<file path="src/rtl/xtlb_pkg.sv">
package xtlb_pkg;
  localparam int VA_W  = 32;
  localparam int OFF_W = 12;
  localparam int VPN_W = VA_W - OFF_W;
endpackage

</file>
<file path="src/rtl/tlb_set_match.sv">
module tlb_set_match #(
  parameter int WAYS  = 8,
  parameter int TAG_W = 18
) (
  input  logic [WAYS-1:0][TAG_W-1:0] tags,
  input  logic [WAYS-1:0]            vld,
  input  logic [TAG_W-1:0]           tag,
  output logic [WAYS-1:0]            hit_vec
);
  for (genvar w = 0; w < WAYS; w++) begin : g_cmp
    assign hit_vec[w] = vld[w] && (tags[w] == tag);
  end
endmodule

</file>
<file path="src/rtl/tlb_victim.sv">
module tlb_victim #(
  parameter int WAYS  = 8,
  parameter int WAY_W = 3
) (
  input  logic [WAYS-1:0]  vld,
  input  logic [WAYS-1:0]  hit_vec,
  input  logic [WAY_W-1:0] rr,
  output logic [WAY_W-1:0] way
);
  logic [WAY_W-1:0] hit_way, free_way;

  always_comb begin
    hit_way  = '0;
    free_way = '0;
    // descending scan: the lowest matching index is assigned last
    for (int w = WAYS - 1; w >= 0; w--) begin
      if (hit_vec[w]) hit_way = WAY_W'(w);
      if (!vld[w])    free_way = WAY_W'(w);
    end
    if (|hit_vec)       way = hit_way;
    else if (!(&vld))   way = free_way;
    else                way = rr;
  end
endmodule

</file>
<file path="src/rtl/xlat_tlb.sv">
module xlat_tlb
  import xtlb_pkg::*;
#(
  parameter int SETS  = 4,
  parameter int WAYS  = 8,
  parameter int PPN_W = 20
) (
  input  logic                  clk,
  input  logic                  rst,
  input  logic [VA_W-1:0]       lk_laddr,
  output logic                  lk_hit,
  output logic [PPN_W+OFF_W-1:0] lk_paddr,
  input  logic                  fill_en,
  input  logic [VA_W-1:0]       fill_laddr,
  input  logic [PPN_W-1:0]      fill_ppn,
  input  logic                  fill_global,
  input  logic                  flush_en,
  input  logic                  inv_en,
  input  logic [VA_W-1:0]       inv_laddr
);
  localparam int IDX_W = $clog2(SETS);
  localparam int WAY_W = (WAYS > 1) ? $clog2(WAYS) : 1;
  localparam int TAG_W = VPN_W - IDX_W;

  // entry storage; payload has no reset, flags do
  logic [WAYS-1:0][TAG_W-1:0] tag_q [SETS];
  logic [WAYS-1:0][PPN_W-1:0] ppn_q [SETS];
  logic [WAYS-1:0]            vld_q [SETS];
  logic [WAYS-1:0]            glb_q [SETS];
  logic [WAY_W-1:0]           rr_q  [SETS];

  // address split for the three access paths
  logic [VPN_W-1:0] lk_vpn, fl_vpn, iv_vpn;
  logic [IDX_W-1:0] lk_idx, fl_idx, iv_idx;
  logic [TAG_W-1:0] lk_tag, fl_tag, iv_tag;

  assign lk_vpn = lk_laddr[VA_W-1:OFF_W];
  assign fl_vpn = fill_laddr[VA_W-1:OFF_W];
  assign iv_vpn = inv_laddr[VA_W-1:OFF_W];
  assign lk_idx = lk_vpn[IDX_W-1:0];
  assign fl_idx = fl_vpn[IDX_W-1:0];
  assign iv_idx = iv_vpn[IDX_W-1:0];
  assign lk_tag = lk_vpn[VPN_W-1:IDX_W];
  assign fl_tag = fl_vpn[VPN_W-1:IDX_W];
  assign iv_tag = iv_vpn[VPN_W-1:IDX_W];

  logic unused_offsets;
  assign unused_offsets = ^{fill_laddr[OFF_W-1:0], inv_laddr[OFF_W-1:0]};

  logic [WAYS-1:0] lk_vec, fl_vec, iv_vec;

  tlb_set_match #(.WAYS(WAYS), .TAG_W(TAG_W)) u_lk_match (
    .tags(tag_q[lk_idx]), .vld(vld_q[lk_idx]), .tag(lk_tag), .hit_vec(lk_vec));
  tlb_set_match #(.WAYS(WAYS), .TAG_W(TAG_W)) u_fl_match (
    .tags(tag_q[fl_idx]), .vld(vld_q[fl_idx]), .tag(fl_tag), .hit_vec(fl_vec));
  tlb_set_match #(.WAYS(WAYS), .TAG_W(TAG_W)) u_iv_match (
    .tags(tag_q[iv_idx]), .vld(vld_q[iv_idx]), .tag(iv_tag), .hit_vec(iv_vec));

  // lookup result
  logic [PPN_W-1:0] lk_ppn;
  always_comb begin
    lk_ppn = '0;
    for (int w = 0; w < WAYS; w++)
      if (lk_vec[w]) lk_ppn = lk_ppn | ppn_q[lk_idx][w];
  end
  assign lk_hit   = |lk_vec;
  assign lk_paddr = lk_hit ? {lk_ppn, lk_laddr[OFF_W-1:0]} : '0;

  // fill way selection
  logic [WAY_W-1:0] fl_way;
  logic             fill_ok;

  tlb_victim #(.WAYS(WAYS), .WAY_W(WAY_W)) u_victim (
    .vld(vld_q[fl_idx]), .hit_vec(fl_vec), .rr(rr_q[fl_idx]), .way(fl_way));

  assign fill_ok = fill_en && !(inv_en && (iv_vpn == fl_vpn));

  // per-entry clear and set masks
  logic [WAYS-1:0] clr_m [SETS];
  logic [WAYS-1:0] set_m [SETS];
  always_comb begin
    for (int s = 0; s < SETS; s++) begin
      for (int w = 0; w < WAYS; w++) begin
        clr_m[s][w] = (flush_en && !glb_q[s][w]) ||
                      (inv_en && (iv_idx == IDX_W'(s)) && iv_vec[w]);
        set_m[s][w] = fill_ok && (fl_idx == IDX_W'(s)) && (fl_way == WAY_W'(w));
      end
    end
  end

  always_ff @(posedge clk) begin
    if (rst) begin
      for (int s = 0; s < SETS; s++) begin
        vld_q[s] <= '0;
        glb_q[s] <= '0;
        rr_q[s]  <= '0;
      end
    end else begin
      for (int s = 0; s < SETS; s++) begin
        vld_q[s] <= (vld_q[s] & ~clr_m[s]) | set_m[s];
        glb_q[s] <= (glb_q[s] & ~set_m[s]) | (set_m[s] & {WAYS{fill_global}});
        if (fill_ok && (fl_idx == IDX_W'(s)))
          rr_q[s] <= (rr_q[s] == WAY_W'(WAYS - 1)) ? '0 : rr_q[s] + 1'b1;
      end
    end
  end

  always_ff @(posedge clk) begin
    if (fill_ok) begin
      tag_q[fl_idx][fl_way] <= fl_tag;
      ppn_q[fl_idx][fl_way] <= fill_ppn;
    end
  end
endmodule

</file>
<file path="config.mk">
export PLATFORM = sky130hd
export DESIGN_NAME = xlat_tlb
export DESIGN_NICKNAME = d
export VERILOG_FILES = /design/src/rtl/xtlb_pkg.sv /design/src/rtl/tlb_set_match.sv /design/src/rtl/tlb_victim.sv /design/src/rtl/xlat_tlb.sv
export SDC_FILE = /design/constraint.sdc
export NUM_CORES = 2
export LEC_CHECK = 0
export CELL_PAD_IN_SITES_DETAIL_PLACEMENT = 0
export CELL_PAD_IN_SITES_GLOBAL_PLACEMENT = 1
export CORE_ASPECT_RATIO = 1.2
export CORE_UTILIZATION = 35
export CTS_CLUSTER_SIZE = 14
export DETAILED_ROUTE_END_ITERATION = 10
export GPL_TIMING_DRIVEN = 1
export PLACE_DENSITY = 0.67
export SLEW_MARGIN = 20
export SYNTH_ARGS = -nofsm -noshare
export SYNTH_HDL_FRONTEND = slang
export SYNTH_SLANG_ARGS = --single-unit
</file>
<file path="constraint.sdc">
create_clock -name clk -period 4.9 [get_ports clk]
set_input_delay 0.735 -clock clk [delete_from_list [all_inputs] [get_ports clk]]
set_output_delay 0.735 -clock clk [all_outputs]
set_load 0.02 [all_outputs]
</file>
==> results_dict.tcl <==
set metrics [dict create \
    synth_common_cells "edfxtp_1 (1228), mux4_2 (587), xnor2_1 (286)" \
    rsz0062_at_grt "yes" \
    setup_viol 0 \
    antenna_found_initial 11 \
    syn_area_um2 62000 \
    clkLatencyLatePin_ns 0.80 \
    synth.area.top_cells "edfxtp_1 (60%), mux4_2 (21%), xnor2_1 (4.0%)" \
    htree_levels 4 \
    drt_wl_total_um 211000 \
    cts-root-buf "clkbuf_16" \
    status "complete, no violations" \
    num_vias 38000 \
    clockBufferDepth 3 \
    placed_area_um2 70700 \
    fp.dieW_um 386 \
    cts_made_buffers 142 \
    synth_top_cell_area_share 0.595 \
    utilization 0.431 \
    ctsHoldBuffers 0 \
    port_buffers 130 \
    dr.first_iter.drc_count 4750 \
    seq_area_frac_synth 0.616 \
    synth_most_common_cell "edfxtp_1" \
    fin_total_pwr_uw 25400 \
    start_util 0.354 \
    grt.total_usage 0.234 \
    critPathArrivalTime_ns 4.12 \
    vias_per_cell 5.95 \
    cp.required_ns 4.16 \
    final_cell_area_um2 75500 \
    path_clk_slew_ns 0.06 \
    setup_tns_ns 0 \
    grt_pass1_wl_um 292000 \
    ys_types 72 \
    hold_viol_final 0 \
    firstDrtPassIters 8 \
    ys_async_sr_fraction 0 \
    period_minus_slack_ns 4.86 \
    synth_ff_type "edfxtp_1" \
    start_kind "input port" \
    p_per_area_nw_per_um2 336 \
    cts_tree "yes" \
    synth_area_per_cell_um2 18.3 \
    ant_nets 0 \
    syn-num-nets 3516 \
    synth_cells 3386 \
    routabilityCongestion 0.932 \
    tightest_slew_ns 1.08 \
    drv_cap 0 \
    synth_edf_count 1228 \
    layout-drive-gt1-share 0.358 \
    clock_sinks 1292 \
    area_delta_synth_final_pct 21.9 \
    dp_hpwl_um 140000 \
    fin_crit_sh 0.991 \
    hp-class "in2reg" \
    overflow 0 \
    worst_slew_margin_rel 0.278 \
    slew_viol_final 0 \
    synth_seq_cells 1292 \
    drc 0 \
    crit_path_end_kind "output pin" \
    hold_ws_ns 0.338 \
    final_nets 4096 \
    pin_count 155 \
    grt_pass1_vias 38000 \
    vdd_drop_max_uv 354 \
    routedWlPerCell_um 33.1 \
    yosys_warnings 0 \
    reg2reg_slack_ns 0.38 \
    finClkSkew_ns 0.0322 \
    worstRegToRegCells 13 \
    die_area_um2 179000 \
    die_h_um 463 \
    max_freq_mhz 206 \
    synth_top_cell_by_area "edfxtp_1" \
    grt_max_degree 102 \
    critical_path_class "in2out" \
    path_max_fanout 12 \
    p_leak_uw 0.0249 \
    rows 168 \
    core_area_um2 175000 \
    min_path_cells 1 \
]
state kept, by name, indices dropped and copies added, names as in the netlist, named ones only:
| signal | flops |
|---|---|
| vld_q | 32 |
| tag_q | 576 |
| rr_q | 12 |
| ppn_q | 640 |
kinds of logic after synthesis:
family,Yosys count,share of synthesized area
flip-flops,1292,0.616
multiplexers,705,0.233
XOR/XNOR,464,0.0656
AND/OR/NAND/NOR,427,0.0381
buffers and inverters,290,0.0211
AO/OA/AOI/OAI,200,0.0254
adder cells (fa/ha/maj),8,0.00162
worst paths after layout:
| check | to | start |
|---|---|---|
| setup / recovery | lk_paddr[17] | lk_laddr[12] |
| hold / removal | tag_q[1][28] | fill_laddr[24] |
| setup reg to reg | ppn_q[2][131] | tag_q[3][34] |
| hold reg to reg | flop | flop |
final cells by class:
cell class,instances,area (um2)
Timing Repair Buffer,682,7040
Inverter,44,165
Clock buffer,172,3730
Fill cell,15500,99800
Sequential cell,1292,38200
Multi-Input combinational cell,1804,22600
Tap cell,2295,2870
Antenna cell,2,5.00
Clock inverter,89,960
metrics by stage:
stage	cells	setup WS, ns
6_report	6380	0.0418
5_1_grt	6379	-0.0300
4_1_cts	6376	0.0125
3_5_place_dp	6110	-0.331
3_3_place_gp	6110	-0.403
2_1_floorplan	3386	0.0269
power breakdown:
part	total (uW)	internal (uW)	switching [uW]	leakage, uW
Clock	10700	6170	4580	0.00227
Combinational	2440	1050	1380	0.0110
Sequential	12200	12100	25.2	0.0116
per-layer routing:
| layer | vias up | global-route usage | routed length, um |
|---|---|---|---|
| li1 | 15300 | - | - |
| met5 | - | 0 | 50 |
| met4 | 8 | 0.0968 | 9370 |
| met2 | 1983 | 0.371 | 100000 |
| met3 | 362 | 0.0437 | 18100 |
| met1 | 20400 | 0.316 | 83500 |
critical path, stage by stage:
cell and delay, ns:
buf_12 0.22, buf_16 0.20, buf_4 0.17, mux4_2 0.51
xor2_1 0.25, nor4_1 0.08, buf_4 0.14, nand4_1 0.14
buf_4 0.20, inv_1 0.06, buf_4 0.17, a22o_1 0.20
a221oi_1 0.24, nand3_1 0.19, clkdlybuf4s50_1 0.58
placed cells by master (no fill, tap or decap), drive strengths merged, types with 12 or more instances in the layout:
| cell | count |
|---|---|
| nor4 | 45 |
| clkbuf | 173 |
| a22o | 14 |
| inv | 50 |
| a221oi | 24 |
| clkdlybuf4s50 | 72 |
| nand2 | 76 |
| o21ai | 13 |
| a32oi | 13 |
| nand4 | 104 |
| bufinv | 13 |
| nand3 | 51 |
| mux2i | 111 |
| xnor2 | 286 |
| edfxtp | 1228 |
| o221ai | 32 |
| nor2 | 37 |
| mux4 | 587 |
| a22oi | 27 |
| clkinv | 62 |
| nand3b | 16 |
| a21oi | 32 |
| nor2b | 15 |
| buf | 593 |
| and2 | 13 |
| dlygate4sd2 | 12 |
| nor3 | 27 |
| dfxtp | 64 |
| xor2 | 178 |
repair_timing:
item | in CTS | in global routing
setup buffers | 4 | 1
endpoints found under the setup margin | 19 | 9
gates resized for setup | 23 | 8
gates cloned | 1 | 1
Power figures use the tool's default switching activity.
